$ cat src/rtl/supv_pkg.sv
// Shared types for the supervisor reset generator.
package supv_pkg;

    // Reset causes that the pulse stretcher merges.
    typedef struct packed {
        logic supply_low;
        logic ext_req;
        logic wdog_exp;
    } rst_cause_t;

    // True when any cause is active.
    function automatic logic any_cause(rst_cause_t c);
        return |c;
    endfunction

endpackage

$ cat src/rtl/supv_sync2.sv
// Two-flop synchronizer, one chain per bit.
// Assumes: inputs are asynchronous levels; reset value is zero.
module supv_sync2 #(
    parameter int WIDTH = 1
) (
    input  logic             clk,
    input  logic             rst_n,
    input  logic [WIDTH-1:0] d,
    output logic [WIDTH-1:0] q
);
    genvar gi;
    generate
        for (gi = 0; gi < WIDTH; gi++) begin : g_bit
            logic meta_q;
            logic sync_q;
            // Two-stage capture of one asynchronous bit.
            always_ff @(posedge clk) begin
                if (!rst_n) begin
                    meta_q <= 1'b0;
                    sync_q <= 1'b0;
                end else begin
                    meta_q <= d[gi];
                    sync_q <= meta_q;
                end
            end
            assign q[gi] = sync_q;
        end
    endgenerate
endmodule

$ cat src/rtl/supv_glitch_filt.sv
// Accepts a flag only after it has been high for GLITCH_CYC consecutive
// clocks. The output drops on the clock after the flag drops.
// Assumes: GLITCH_CYC >= 1 and a synchronous input.
module supv_glitch_filt #(
    parameter int GLITCH_CYC = 4
) (
    input  logic clk,
    input  logic rst_n,
    input  logic raw,
    output logic filt
);
    localparam int CW = $clog2(GLITCH_CYC + 1);

    logic [CW-1:0] run_q;

    // Count the consecutive high clocks and qualify the flag.
    always_ff @(posedge clk) begin
        if (!rst_n) begin
            run_q <= '0;
            filt  <= 1'b0;
        end else if (!raw) begin
            run_q <= '0;
            filt  <= 1'b0;
        end else begin
            if (run_q != CW'(GLITCH_CYC))
                run_q <= run_q + 1'b1;
            filt <= (run_q >= CW'(GLITCH_CYC - 1));
        end
    end
endmodule

$ cat src/rtl/supv_wdog.sv
// Watchdog: counts ticks while not held or kicked, and pulses expire for
// one clock when WDOG_TICKS ticks have elapsed.
// Assumes: WDOG_TICKS >= 2; hold and kick clear the count at once.
module supv_wdog #(
    parameter int WDOG_TICKS = 8000
) (
    input  logic                               clk,
    input  logic                               rst_n,
    input  logic                               tick,
    input  logic                               hold,
    input  logic                               kick,
    output logic                               expire,
    output logic [$clog2(WDOG_TICKS+1)-1:0]    cnt
);
    localparam int WW = $clog2(WDOG_TICKS + 1);
    localparam logic [WW-1:0] LAST = WW'(WDOG_TICKS - 1);

    // Advance the timeout count and flag its expiry.
    always_ff @(posedge clk) begin
        if (!rst_n) begin
            cnt    <= '0;
            expire <= 1'b0;
        end else begin
            expire <= 1'b0;
            if (hold || kick) begin
                cnt <= '0;
            end else if (tick) begin
                if (cnt == LAST) begin
                    cnt    <= '0;
                    expire <= 1'b1;
                end else begin
                    cnt <= cnt + 1'b1;
                end
            end
        end
    end
endmodule

$ cat src/rtl/supv_stretch.sv
// Pulse stretcher: reloads while a cause is active, counts down on ticks
// afterwards, and drives two separately registered reset outputs.
// Assumes: PULSE_TICKS >= 1; system reset leaves the outputs asserted.
module supv_stretch #(
    parameter int PULSE_TICKS = 750
) (
    input  logic clk,
    input  logic rst_n,
    input  logic tick,
    input  logic cause,
    output logic rst_hi,
    output logic rst_lo_n
);
    localparam int PW = $clog2(PULSE_TICKS + 1);
    localparam logic [PW-1:0] FULL = PW'(PULSE_TICKS);

    logic [PW-1:0] cnt_q;
    logic [PW-1:0] cnt_nxt;

    // Next count: reload on cause, step down on a tick.
    always_comb begin
        if (cause)
            cnt_nxt = FULL;
        else if (tick && (cnt_q != '0))
            cnt_nxt = cnt_q - 1'b1;
        else
            cnt_nxt = cnt_q;
    end

    // Register the count and both output polarities.
    always_ff @(posedge clk) begin
        if (!rst_n) begin
            cnt_q    <= FULL;
            rst_hi   <= 1'b1;
            rst_lo_n <= 1'b0;
        end else begin
            cnt_q    <= cnt_nxt;
            rst_hi   <= (cnt_nxt != '0);
            rst_lo_n <= (cnt_nxt == '0);
        end
    end
endmodule

$ cat src/rtl/supv_reset_gen.sv
// Supervisor reset generator top. It merges the filtered supply-low flag,
// the synchronized external request and the chip-select watchdog into one
// stretched reset pulse with both polarities.
// Assumes: tick is a one-clock strobe; supply_low is already synchronous.
module supv_reset_gen
    import supv_pkg::*;
#(
    parameter int PULSE_TICKS = 750,
    parameter int WDOG_TICKS  = 8000,
    parameter int GLITCH_CYC  = 4
) (
    input  logic clk,
    input  logic rst_n,
    input  logic tick,
    input  logic supply_low,
    input  logic ext_rst_req,
    input  logic cs_in,
    output logic rst_hi,
    output logic rst_lo_n
);
    localparam int WD_W = $clog2(WDOG_TICKS + 1);

    logic [1:0]      sync_out;
    logic            cs_s;
    logic            ext_s;
    logic            cs_d;
    logic            cs_edge;
    logic            low_filt;
    logic            wd_exp;
    logic [WD_W-1:0] wd_cnt;
    rst_cause_t      causes;

    supv_sync2 #(.WIDTH(2)) u_sync (
        .clk   (clk),
        .rst_n (rst_n),
        .d     ({cs_in, ext_rst_req}),
        .q     (sync_out)
    );
    assign cs_s  = sync_out[1];
    assign ext_s = sync_out[0];

    // Delay chip select by one clock for edge detection.
    always_ff @(posedge clk) begin
        if (!rst_n) cs_d <= 1'b0;
        else        cs_d <= cs_s;
    end
    assign cs_edge = cs_s ^ cs_d;

    supv_glitch_filt #(.GLITCH_CYC(GLITCH_CYC)) u_filt (
        .clk   (clk),
        .rst_n (rst_n),
        .raw   (supply_low),
        .filt  (low_filt)
    );

    supv_wdog #(.WDOG_TICKS(WDOG_TICKS)) u_wdog (
        .clk    (clk),
        .rst_n  (rst_n),
        .tick   (tick),
        .hold   (rst_hi),
        .kick   (cs_edge),
        .expire (wd_exp),
        .cnt    (wd_cnt)
    );

    // Collect the reset causes.
    always_comb begin
        causes.supply_low = low_filt;
        causes.ext_req    = ext_s;
        causes.wdog_exp   = wd_exp;
    end

    supv_stretch #(.PULSE_TICKS(PULSE_TICKS)) u_stretch (
        .clk      (clk),
        .rst_n    (rst_n),
        .tick     (tick),
        .cause    (any_cause(causes)),
        .rst_hi   (rst_hi),
        .rst_lo_n (rst_lo_n)
    );
endmodule

$ cat config.mk
export PLATFORM = sky130hd
export DESIGN_NAME = supv_reset_gen
export DESIGN_NICKNAME = d
export VERILOG_FILES = /design/src/rtl/supv_pkg.sv /design/src/rtl/supv_sync2.sv /design/src/rtl/supv_glitch_filt.sv /design/src/rtl/supv_wdog.sv /design/src/rtl/supv_stretch.sv /design/src/rtl/supv_reset_gen.sv
export SDC_FILE = /design/constraint.sdc
export NUM_CORES = 1
export LEC_CHECK = 0
export BUFFER_PORTS_ARGS = -buffer_cell sky130_fd_sc_hd__buf_4
export CORE_MARGIN = 8
export CORE_UTILIZATION = 62
export CTS_BUF_LIST = sky130_fd_sc_hd__clkbuf_2
export DETAILED_ROUTE_END_ITERATION = 16
export HOLD_SLACK_MARGIN = 0.02
export PLACE_DENSITY = 0.88
export SLEW_MARGIN = 20
export SYNTH_ARGS = -nofsm -noshare
export SYNTH_HDL_FRONTEND = slang
export SYNTH_SLANG_ARGS = --single-unit
export TNS_END_PERCENT = 5
$ cat constraint.sdc
create_clock -name clk -period 2.39 [get_ports clk]
set_input_delay 0.5975 -clock clk [delete_from_list [all_inputs] [get_ports clk]]
set_output_delay 0.5975 -clock clk [all_outputs]
set_load 0.05 [all_outputs]
# [Word level (Yosys, flattened, before mapping)]
# Index checks and enable logic that the tools add are counted.
[word_totals] reg_bits=35 word_cells=34 out_inout_bits=2 input_bits=6
[op_classes] magnitude_cmp=1 n_reduce_logical=9 eq_ne=2 muxes=4 add_sub_neg=3 bitwise_logic=3
[ops] cell="2-to-1 mux 10 bit" n=2
[ops] cell="nonzero test 10 bit" n=2
[ops] cell="adder 13 x 1 -> 13 bit, second input constant" n=1
[ops] cell="== test 13 bit, second input constant" n=1
[ops] cell="2-to-1 mux 13 bit" n=1
[ops] cell="logical NOT 10 bit" n=1
[ops] cell="subtractor 10 x 1 -> 10 bit, second input constant" n=1
[ops] cell="OR reduction 3 bit" n=2
[ops] cell="adder 3 x 1 -> 3 bit, second input constant" n=1
[ops] cell="greater-or-equal comparator 3 x 2 -> 1 bit, second input constant" n=1
[ops] cell="!= test 3 bit, second input constant" n=1
[ops] cell="inverter 1 bit" n=2
[ops] cell="AND reduction 2 bit" n=1
[ops] cell="OR reduction 2 bit" n=1
[ops] cell="logical AND 1 bit" n=1
[ops] cell="logical OR 1 bit" n=1
[ops] cell="2-to-1 mux 1 bit" n=1
[ops] cell="bitwise XOR 1 bit" n=1

# [Logic depth before layout (Yosys ltp)]
[logic_depth] ltp_word=5 mapped_depth=7 depth_no_buf=7

# [Cells and area by module]
# From an unflattened synthesis, not the netlist that was laid out.
[unflattened] cells_unflattened=190 area_unflattened_um2=1755.4
[by_module_without_submodules] module="supv_stretch" cells_per_inst=82 area_per_inst_um2=745.7 seq_area_each_um2=240.2 instances=1
[by_module_without_submodules] module="supv_wdog" cells_per_inst=73 area_per_inst_um2=658.1 seq_area_each_um2=280.3 instances=1
[by_module_without_submodules] module="supv_glitch_filt" cells_per_inst=21 area_per_inst_um2=190.2 seq_area_each_um2=80.1 instances=1
[by_module_without_submodules] module="supv_sync2" cells_per_inst=10 area_per_inst_um2=120.1 seq_area_each_um2=80.1 instances=1
[by_module_without_submodules] module="supv_reset_gen" cells_per_inst=4 area_per_inst_um2=41.3 seq_area_each_um2=20.0 instances=1

# [Least setup slack after synthesis]
# Ideal clock, no wire load.
[synth_timing] path_kind="input port to flip-flop" startpoint="in tick" endpoint="reg u_wdog.cnt[12]" setup_time_ns=0.115 slack_ns=0.492 arrival_time_ns=1.784 n_path_buf=2 t_required_ns=2.275 path_stages=7 cell_sequence="buf_4 -> and3_1 -> nand4_1 -> or4_1 -> nand2b_1 -> buf_4 -> nor2_1"
[synth_lines] element="start, declared" line_no="supv_reset_gen.sv:14" rtl="input logic tick,"
[synth_lines] element="end signal, assigned" line_no="supv_wdog.sv:32" rtl="cnt <= cnt + 1'b1;"
[synth_lines] element="end, declared" line_no="supv_wdog.sv:13" rtl="output logic [$clog2(WDOG_TICKS+1)-1:0] cnt"

# [Final worst setup path]
[layout_timing] startpoint="reg u_stretch.cnt_q[0]" endpoint="reg u_stretch.cnt_q[8]"
[layout_between] elab_chain_cells=4 elab_cells_between_ends=5 cone_classes="1 x add/sub; 2 x mux; 2 x reduce/logical"
[layout_rtl] element="start, declared" line_no="supv_stretch.sv:17" rtl="logic [PW-1:0] cnt_q;"
[layout_rtl] element="start signal, assigned" line_no="supv_stretch.sv:37" rtl="cnt_q <= cnt_nxt;"
[layout_rtl] element="branches (longest 2 deep; another with subtractor 10 x 1 -> 10 bit)"
[layout_rtl] element="2-to-1 mux 10 bit (*)" line_no="supv_stretch.sv:24" rtl="else if (tick && (cnt_q != '0))"
[layout_rtl] element="2-to-1 mux 10 bit (*)" line_no="supv_stretch.sv:22" rtl="if (cause)"
# Mark *: on every way between the ends.
# A chain may end at the register's enable or synchronous reset.

==> run metrics <==
status=completed; Design Power=0.00101 W; Hold Slack=0.457 ns; worst hold path class=flop to flop; fin crit share=93.3%; Final Net Count=193; r2r setup slk=0.16 ns; Final WS setup=0.161 ns; RSZ-0062 raised after global routing=false; sequential area share after synthesis=45.2%; CP required=2.66 ns; Cells after Synth=171; DP HPWL=2080 um; RR Endpoint=u_stretch.cnt_q[8]$_SDFF_PN0_; antenna violations before repair=0; max_cap viols=0; grt ovf=0; Die H=66.0 um; clk sinks=35; crit path from=u_stretch.cnt_q[0]$_SDFF_PN0_; Pleak=0.610 nW; Worst Hold Path Cells=1; FFs w/ async S/R, synth=0%; hold path endpoint=u_sync.g_bit[0].sync_q$_SDFF_PN0_; area delta synth->final=8.72%; clock latency on the worst-skew pair=0.34 ns; final setup TNS=0 ns; Yosys reg bits=35; max-slew violations=0; Setup Slack @ Placement=0.228 ns; postcts setup bufs=0; via count=1242; Max Fclk=449 MHz; number of synthesized flops with an enable pin=0; vias in the first global route=1193; final std cells w/o fill=213; startpoint class of the critical path=flop; global placer's final weighted congestion=0.865; Initial Util=63.7%; Iter 0 DRT Violations=46; die area=4350 um^2; unique cell type count in the Yosys netlist=36; Via density=5.83; first-pass GRT wire length=5040 um; CORE AREA=2430 um^2; main flop type after synthesis=dfxtp_1; gr usage total=14.3%; Ports=8; Ys Warns=0; Post-Route Skew=0.0147 ns; post-CTS sizing=0; crit path capture type=flop; Root Buffer=clkbuf_2; CTS HTree Levels=2; Final Hold Viols=0; Post-Syn Area per Cell=9.06 um^2; CTS Buf Count=5; Port Buffers=7; power per cell area=601 nW/um^2; Worst-Margin Slew=0.590 ns; hold buffers post-CTS=0; Row Count=18; Die Wd=66.0 um; 1st-pass router iterations=4; count of final setup violators=0; drc violations=0; Final min period=2.23 ns; Slew HR=60.1%; Routed Antenna Nets=0; Avg WL per Cell=13.4 um; share of cells above drive strength 1=10.9%; dpl cells=205; largest net degree at the start of global routing=12; CTS tree=done; ant diodes=0; Post-Syn Nets=182; Worst Path Max Fanout=4; peak supply drop=0.000668 V; Worst-path clk slew=0.18 ns; mapped cell area=1550 um^2; clk buf depth=2; FF-to-FF path depth=6; WL final=2860 um; Setup CP Type=flop to flop; crit path DAT=2.50 ns; RR Startpoint=u_stretch.cnt_q[0]$_SDFF_PN0_; Hold Startpoint=u_sync.g_bit[0].meta_q$_SDFF_PN0_
-- cell usage in the layout (no fill, tap or decap), types with 6 or more instances in the layout --
cell type	n
dfxtp_1	35
nor2_1	22
nand2_1	21
xnor2_1	9
nand4_1	8
inv_1	7
a21oi_1	7
xor2_1	7
buf_4	7
and2_1	6
-- critical path: stages, from the launching register on --
cell and delay, ns:
dfxtp_1 0.37, inv_1 0.11, ha_1 0.22, nor4bb_1 0.57, nand2_1 0.20, or4b_1 0.55, a21oi_1 0.15
-- cells in the mapped netlist (all sizes together), types with 3 or more instances --
master	number	share of area [%]
dfxtp	35	45
nor2	22	5.3
nand2	21	5.1
xnor2	9	5.1
nand4	8	3.2
a21oi	7	2.3
inv	7	1.7
xor2	7	4.0
and2	6	2.4
nor3	6	2.3
ha	5	4.0
nand3	5	1.6
and3	3	1.2
mux2i	3	1.9
or3	3	1.5
-- layer usage --
metal / vias to the layer above / part of all wire (%) / GRT usage (%)
li1: 607 / - / -
met1: 589 / 44 / 17.0
met2: 40 / 49 / 23.5
met3: 6 / 6.2 / 4.92
met4: 0 / 0.98 / 4.80
met5: - / 0 / 0
-- cell families (layout without fill, tap and decap cells) --
logic type	count (synthesis)	count (layout)	synth area share [%]
compound gates	14	14	5.57
flops	35	35	45.2
simple gates	88	88	31.3
xor+xnor	16	16	9.05
mux	3	3	1.94
fa+ha+maj	5	5	4.04
buf+inv	10	22	2.91
-- layout make-up --
type,instances,area (um^2)
Timing Repair Buffer,7,52.6
Multi-Input combinational cell,126,803
Inverter,7,26.3
Tap cell,30,37.5
Fill cell,178,748
Clock buffer,5,25.0
Clock inverter,3,38.8
Sequential cell,35,701
-- per-stage QoR --
stage / cell area [um^2] / utilization (%)
6_report: 1680 / 69.2
5_1_grt: 1680 / 69.2
4_1_cts: 1680 / 69.2
3_5_place_dp: 1620 / 66.6
3_3_place_gp: 1620 / 66.6
2_1_floorplan: 1550 / -
-- flip-flops by register name, summed over array words and instances, names as in the netlist --
register / flops
u_filt.run_q: 3
u_stretch.rst_hi: 1
u_sync.g_bit.meta_q: 2
u_sync.g_bit.sync_q: 2
u_wdog.expire: 1
cs_d: 1
u_stretch.rst_lo_n: 1
u_stretch.cnt_q: 10
u_wdog.cnt: 13
u_filt.filt: 1
-- where the power goes --
group	internal, W	switching, W	total [W]
Clock	0.000173	0.000186	0.000358
Sequential	0.000594	0.00000741	0.000602
Combinational	0.0000238	0.0000289	0.0000527
Total	0.000791	0.000222	0.00101
-- worst max-delay path by stage --
stage | to | slack [ns]
2_1_floorplan | u_wdog.cnt[12]$_SDFFE_PP0P_ | 0.49
3_3_place_gp | u_stretch.rst_lo_n$_SDFF_PN0_ | 0.25
3_5_place_dp | u_wdog.cnt[7]$_SDFFE_PP0P_ | 0.23
4_1_cts | u_stretch.cnt_q[8]$_SDFF_PN0_ | 0.26
5_1_grt | u_stretch.cnt_q[8]$_SDFF_PN0_ | 0.15
6_report | u_stretch.cnt_q[8]$_SDFF_PN0_ | 0.16
(Power assumes the default switching activity.)
